--- config.mk ---
export PLATFORM = sky130hd
export DESIGN_NAME = irqc_top
export DESIGN_NICKNAME = d
export VERILOG_FILES = /design/src/rtl/irqc_pkg.sv /design/src/rtl/irqc_pair_reg.sv /design/src/rtl/irqc_pending.sv /design/src/rtl/irqc_mode.sv /design/src/rtl/irqc_top.sv
export SDC_FILE = /design/constraint.sdc
export NUM_CORES = 1
export LEC_CHECK = 0
export CAP_MARGIN = 20
export CORE_MARGIN = 2
export CORE_UTILIZATION = 35
export CTS_CLUSTER_SIZE = 10
export DETAILED_ROUTE_END_ITERATION = 10
export PLACE_DENSITY = 0.74
export SLEW_MARGIN = 30
export SYNTH_ARGS = -nofsm -noshare
export SYNTH_HDL_FRONTEND = slang
export SYNTH_SLANG_ARGS = --single-unit
--- constraint.sdc ---
create_clock -name clk -period 1.67 [get_ports clk]
set_input_delay 0.2505 -clock clk [delete_from_list [all_inputs] [get_ports clk]]
set_output_delay 0.2505 -clock clk [all_outputs]
set_load 0.05 [all_outputs]
--- src/rtl/irqc_pkg.sv ---
package irqc_pkg;
    localparam int NSRC   = 6;
    localparam int DW     = 32;
    localparam int LEN_W  = 7;
    localparam int NFLAG  = 3;
    localparam int F_A    = 2;
    localparam int F_B    = 1;
    localparam int F_INIT = 0;

    typedef struct packed {
        logic [NFLAG-1:0] flags;
        logic [LEN_W-1:0] init_len;
    } mode_t;

    typedef struct packed {
        logic irq;
    } out_state_t;
endpackage

--- src/rtl/irqc_pair_reg.sv ---
module irqc_pair_reg #(
    parameter int N = 6
) (
    input  logic         clk,
    input  logic         rst_n,
    input  logic         we,
    input  logic [N-1:0] set_bits,
    input  logic [N-1:0] clr_bits,
    output logic [N-1:0] q
);
    logic [N-1:0] bits_d, bits_q;

    always_comb begin
        bits_d = bits_q;
        if (we) begin
            for (int k = 0; k < N; k++) begin
                if (set_bits[k] && !clr_bits[k])
                    bits_d[k] = 1'b1;
                else if (clr_bits[k] && !set_bits[k])
                    bits_d[k] = 1'b0;
            end
        end
    end

    always_ff @(posedge clk) begin
        if (!rst_n) bits_q <= '0;
        else        bits_q <= bits_d;
    end

    assign q = bits_q;

    // Serves R5 (mask) and R7 (mode flags).
    for (genvar k = 0; k < N; k++) begin : g_chk
        a_r5_r7_set_only: assert property (@(posedge clk) disable iff (!rst_n)
            (we && set_bits[k] && !clr_bits[k]) |=> bits_q[k]);
        a_r5_r7_clr_only: assert property (@(posedge clk) disable iff (!rst_n)
            (we && clr_bits[k] && !set_bits[k]) |=> !bits_q[k]);
        a_r5_r7_hold: assert property (@(posedge clk) disable iff (!rst_n)
            (!we || (set_bits[k] == clr_bits[k])) |=> bits_q[k] == $past(bits_q[k]));
    end
endmodule

--- src/rtl/irqc_pending.sv ---
module irqc_pending #(
    parameter int N = 6
) (
    input  logic         clk,
    input  logic         rst_n,
    input  logic [N-1:0] evt,
    input  logic [N-1:0] clr,
    output logic [N-1:0] pend
);
    logic [N-1:0] pend_d, pend_q;

    always_comb begin
        pend_d = pend_q;
        for (int k = 0; k < N; k++) begin
            if (evt[k])      pend_d[k] = 1'b1;
            else if (clr[k]) pend_d[k] = 1'b0;
        end
    end

    always_ff @(posedge clk) begin
        if (!rst_n) pend_q <= '0;
        else        pend_q <= pend_d;
    end

    assign pend = pend_q;

    for (genvar k = 0; k < N; k++) begin : g_chk
        a_r2_evt_sets: assert property (@(posedge clk) disable iff (!rst_n)
            evt[k] |=> pend_q[k]);
        a_r3_clr_drops: assert property (@(posedge clk) disable iff (!rst_n)
            (clr[k] && !evt[k]) |=> !pend_q[k]);
        a_r3_idle_holds: assert property (@(posedge clk) disable iff (!rst_n)
            (!clr[k] && !evt[k]) |=> pend_q[k] == $past(pend_q[k]));
    end
endmodule

--- src/rtl/irqc_mode.sv ---
module irqc_mode
    import irqc_pkg::*;
(
    input  logic             clk,
    input  logic             rst_n,
    input  logic             we,
    input  logic [NFLAG-1:0] set_bits,
    input  logic [NFLAG-1:0] clr_bits,
    input  logic [LEN_W-1:0] len_in,
    output mode_t            mode
);
    logic [NFLAG-1:0] flags;
    logic [LEN_W-1:0] len_d, len_q;

    irqc_pair_reg #(.N(NFLAG)) u_flags (
        .clk      (clk),
        .rst_n    (rst_n),
        .we       (we),
        .set_bits (set_bits),
        .clr_bits (clr_bits),
        .q        (flags)
    );

    always_comb begin
        len_d = len_q;
        if (we) len_d = len_in;
    end

    always_ff @(posedge clk) begin
        if (!rst_n) len_q <= '0;
        else        len_q <= len_d;
    end

    assign mode.flags    = flags;
    assign mode.init_len = len_q;

    a_r8_len_load: assert property (@(posedge clk) disable iff (!rst_n)
        we |=> len_q == $past(len_in));
    a_r8_len_keep: assert property (@(posedge clk) disable iff (!rst_n)
        !we |=> $stable(len_q));
endmodule

--- src/rtl/irqc_top.sv ---
module irqc_top
    import irqc_pkg::*;
#(
    parameter int          ADDR_W  = 6,
    parameter logic [31:0] VERSION = 32'h0302_0104
) (
    input  logic              clk,
    input  logic              rst_n,
    input  logic [ADDR_W-1:0] addr,
    input  logic              wr_en,
    input  logic [DW-1:0]     wdata,
    output logic [DW-1:0]     rdata,
    input  logic [NSRC-1:0]   src_evt,
    input  logic [NSRC-2:0]   src_clr,
    output logic              cpu_irq
);
    localparam int WORD_W = ADDR_W - 2;
    localparam logic [WORD_W-1:0] W_MODE = WORD_W'(0);
    localparam logic [WORD_W-1:0] W_VER  = WORD_W'(1);
    localparam logic [WORD_W-1:0] W_PEND = WORD_W'(2);
    localparam logic [WORD_W-1:0] W_MASK = WORD_W'(3);
    localparam int MODE_CLR5_BIT = 11;

    logic [WORD_W-1:0] word;
    logic              mode_we, mask_we;
    logic [NSRC-1:0]   pend, mask, pend_clr;
    logic [NSRC-1:0]   mset, mclr;
    logic [NFLAG-1:0]  fset, fclr;
    mode_t             mode;
    out_state_t        st_d, st_q;

    assign word    = addr[ADDR_W-1:2];
    assign mode_we = wr_en && (word == W_MODE);
    assign mask_we = wr_en && (word == W_MASK);

    for (genvar k = 0; k < NSRC; k++) begin : g_mpair
        assign mset[k] = wdata[2*k+1];
        assign mclr[k] = wdata[2*k];
    end

    assign fset = {wdata[13], wdata[10], wdata[8]};
    assign fclr = {wdata[12], wdata[9],  wdata[7]};
    assign pend_clr = {mode_we && wdata[MODE_CLR5_BIT], src_clr};

    irqc_pending #(.N(NSRC)) u_pend (
        .clk   (clk),
        .rst_n (rst_n),
        .evt   (src_evt),
        .clr   (pend_clr),
        .pend  (pend)
    );

    irqc_pair_reg #(.N(NSRC)) u_mask (
        .clk      (clk),
        .rst_n    (rst_n),
        .we       (mask_we),
        .set_bits (mset),
        .clr_bits (mclr),
        .q        (mask)
    );

    irqc_mode u_mode (
        .clk      (clk),
        .rst_n    (rst_n),
        .we       (mode_we),
        .set_bits (fset),
        .clr_bits (fclr),
        .len_in   (wdata[LEN_W-1:0]),
        .mode     (mode)
    );

    always_comb begin
        rdata = '0;
        case (word)
            W_MODE: rdata = {{(DW-LEN_W-NFLAG){1'b0}}, mode.flags, mode.init_len};
            W_VER:  rdata = VERSION;
            W_PEND: rdata = {{(DW-NSRC){1'b0}}, pend};
            W_MASK: rdata = {{(DW-NSRC){1'b0}}, mask};
            default: rdata = '0;
        endcase
    end

    always_comb begin
        st_d     = st_q;
        st_d.irq = |(pend & mask);
    end

    always_ff @(posedge clk) begin
        if (!rst_n) st_q <= '0;
        else        st_q <= st_d;
    end

    assign cpu_irq = st_q.irq;

    a_r11_irq_rise: assert property (@(posedge clk) disable iff (!rst_n)
        (|(pend & mask)) |=> cpu_irq);
    a_r11_irq_fall: assert property (@(posedge clk) disable iff (!rst_n)
        !(|(pend & mask)) |=> !cpu_irq);
    a_r10_unmapped_zero: assert property (@(posedge clk) disable iff (!rst_n)
        (word > W_MASK) |-> rdata == '0);
    a_r9_version_read: assert property (@(posedge clk) disable iff (!rst_n)
        (word == W_VER) |-> rdata == VERSION);
    a_r10_mask_untouched: assert property (@(posedge clk) disable iff (!rst_n)
        !mask_we |=> $stable(mask));
endmodule

==> flow_metrics.env <==
export IMPL_cts_tree="done"
export IMPL_dr_total_vias=1337
export IMPL_min_period_over_period_pct=95.1
export IMPL_cp_required_ns=1.42
export IMPL_rsz0062_at_grt="no"
export IMPL_grt_pass1_wl_mm=5.80
export IMPL_fin_crit_ns=1.59
export IMPL_path_class="primary input to output port"
export IMPL_grt_start_max_net_pins=35
export IMPL_p_leak_nw=1.03
export IMPL_synthArstFlopShare_pct=0
export IMPL_antenna_found_initial=0
export IMPL_ir_drop_v=0.000333
export IMPL_drc=0
export IMPL_hp_start="u_mode.len_q[6]"
export IMPL_ys_dominant_reg_cell="dfxtp_1"
export IMPL_wl_per_cell_um=11.9
export IMPL_dpl_instance_area_um2=2130
export IMPL_cts_sinks=23
export IMPL_finalMaxSlewViolations=0
export IMPL_clock_latency_ns=0.27
export IMPL_die_h_um=69.6
export IMPL_synth_edf_count=0
export IMPL_cts_hold_buf=0
export IMPL_path_clk_slew_ns=0.08
export IMPL_first_iter_violations=39
export IMPL_area_growth_pct=46.1
export IMPL_rrSetupSlack_ns=0.87
export IMPL_drt_total_wl_mm=3.40
export IMPL_status="finished, final reports clean"
export IMPL_synth_seq_area_share_pct=30.6
export IMPL_end_kind="output port"
export IMPL_top_level_ports=85
export IMPL_p_int_mw=0.874
export IMPL_insertedDiodeCount=0
export IMPL_synth_cell_type_count=26
export IMPL_num_rows=23
export IMPL_yosysWarningCount=0
export IMPL_fmax_mhz=630
export IMPL_firstDrtPassIters=4
export IMPL_numPortBuffers=45
export IMPL_cts_setup_buffers=0
export IMPL_synth_top_area_cell="dfxtp_1"
export IMPL_pwr_share_clk_pct=27.7
export IMPL_setup_viol=0
export IMPL_rr_startpoint="u_pend.pend[4]"
export IMPL_fin_nets=297
export IMPL_ant_nets=0
export IMPL_sw_frac_of_total_pct=31.7
export IMPL_postLayoutCellArea_um2=2200
export IMPL_synthTopCellsByCount="nand2_1 (30), buf_4 (23), dfxtp_1 (23)"
export IMPL_ys_ff_latch=23
export IMPL_viasPerCell=4.69
export IMPL_skew_ns=0.00192
export IMPL_clk_path_buf_depth=2
export IMPL_whs_path_depth=2
export IMPL_postSynthCellCount=181
export IMPL_finalPower_mw=1.28
export IMPL_gp_congestion=0.721
export IMPL_synth_top_area_share_pct=30.6
export IMPL_timing_max_cap_violations=0
export IMPL_power_density_nw_per_um2=582
export IMPL_startpoint_type="primary input"
export IMPL_synthTopCellsByArea="dfxtp_1 (31%), mux2i_1 (12%), buf_4 (11%), ha_1 (7.5%), nand2_1 (7.5%)"
export IMPL_place_hpwl_mm=2.67
export IMPL_p_seq_share_pct=44.6
export IMPL_r2r_cells=2
export IMPL_grtUsageTotal_pct=14.5
export IMPL_layout_drive_gt1_share_pct=19.6
export IMPL_die_area_um2=4840
export IMPL_min_path_type="flop to flop"
export IMPL_hold_end="u_mode.len_q[6]"
export IMPL_syn_cell_area_um2=1500
export IMPL_fin_tns_setup_ns=0
export IMPL_numCtsBuffers=3
export IMPL_crit_arrival_ns=1.34
export IMPL_clock_root_buffer="clkbuf_8"
export IMPL_design_core_area_um2=4060
export IMPL_comb_power_share_pct=27.7
export IMPL_cts_htree_levels=1
export IMPL_nFillCells=362
export IMPL_hold_violations=0
export IMPL_die_width_um=69.6
export IMPL_syn_area_per_cell_um2=8.31
export IMPL_synth_most_common_cell="nand2_1"
export IMPL_grt_pass1_vias=1296
export IMPL_cp_max_fo=6
export IMPL_r2r_end="cpu_irq"
export IMPL_switching_power_mw=0.405
export IMPL_start_util_pct=37.1
export IMPL_overflow=0
routing by layer:
metal | part of all wire (%) | track usage (%)
met3 | 4.7 | 3.05
met5 | 0 | 0
met4 | 1.1 | 4.79
met2 | 50 | 24.6
met1 | 44 | 18.3
state kept, by name, summed over array words and instances (netlist names):
name and count:
u_mask.q 6, cpu_irq 1, u_mode.len_q 7, u_mode.u_flags.q 3, u_pend.pend 6
power groups by stage:
stage	sequential [mW]	clock, mW	combinational (mW)
finish	0.571	0.354	0.354
global route	0.573	0.390	0.381
detailed placement	0.584	0	0.351
global placement	0.583	0	0.348
CTS	0.571	0.367	0.354
floorplan	0.581	0	0.242
worst max path at each step:
stage                   start   endpoint  slack (ns)  depth (start not counted)
5_1_grt        u_pend.pend[1]   rdata[1]        0.02                          4
4_1_cts               addr[5]   rdata[9]        0.01                          5
3_3_place_gp          addr[3]  rdata[25]       -0.23                          6
2_1_floorplan         addr[3]  rdata[24]        0.03                          4
3_5_place_dp          addr[3]  rdata[25]       -0.27                          6
6_report              addr[3]   rdata[1]        0.08                          6
cells by family after synthesis:
family | after synthesis | share of synthesized area, %
AOI/OAI and AO/OA | 24 | 11.5
other | 1 | 0.249
adders and majority gates | 9 | 7.49
DFF | 23 | 30.6
buffers and inverters | 46 | 18.0
and+or+nand+nor | 59 | 19.5
muxes | 19 | 12.7
per-stage QoR:
step           cells  setup WS, ns  utilization, %  hold WS (ns)
2_1_floorplan    199        0.0262               -         0.358
3_3_place_gp     281        -0.228            52.6         0.445
3_5_place_dp     281        -0.275            52.6         0.447
4_1_cts          285       0.00975            54.0         0.469
5_1_grt          285        0.0192            54.1         0.479
6_report         285        0.0816            54.1         0.462
final cells by class:
class | count | area [µm²] | share of cell area [%]
Clock buffer | 3 | 41.3 | 1.88
Clock inverter | 1 | 5.00 | 0.228
Inverter | 16 | 60.1 | 2.73
Multi-Input combinational cell | 130 | 861 | 39.2
Sequential cell | 23 | 460 | 21.0
Tap cell | 50 | 62.6 | 2.85
Timing Repair Buffer | 62 | 707 | 32.2
timing repair:
action                                  CTS  global route
pin swaps                                 2             1
resized for setup                         9             2
hold endpoints to repair                  0             0
endpoints found under the setup margin   13             9
layout by cell type, fill, tap and decap left out, types with 2 or more instances in the layout:
master,instances
ha_1,9
inv_1,16
dlygate4sd2_1,2
and2_1,6
conb_1,19
nor3b_2,2
buf_4,18
o2bb2ai_1,4
a22oi_1,3
buf_12,13
mux2i_1,18
a21oi_1,8
nand3b_1,6
dfxtp_1,23
clkbuf_8,3
nor2_1,5
and2_4,3
a31oi_1,2
nand2_1,30
clkdlybuf4s50_1,27
a41o_1,3
nor3_1,3
nor3_2,2
worst max-delay path, cell delays in order:
cell	delay, ns
clkdlybuf4s15_2	0.24
buf_4	0.17
mux2i_1	0.11
a2bb2oi_1	0.14
nor3_2	0.26
buf_12	0.17
Power figures use the tool's default switching activity.
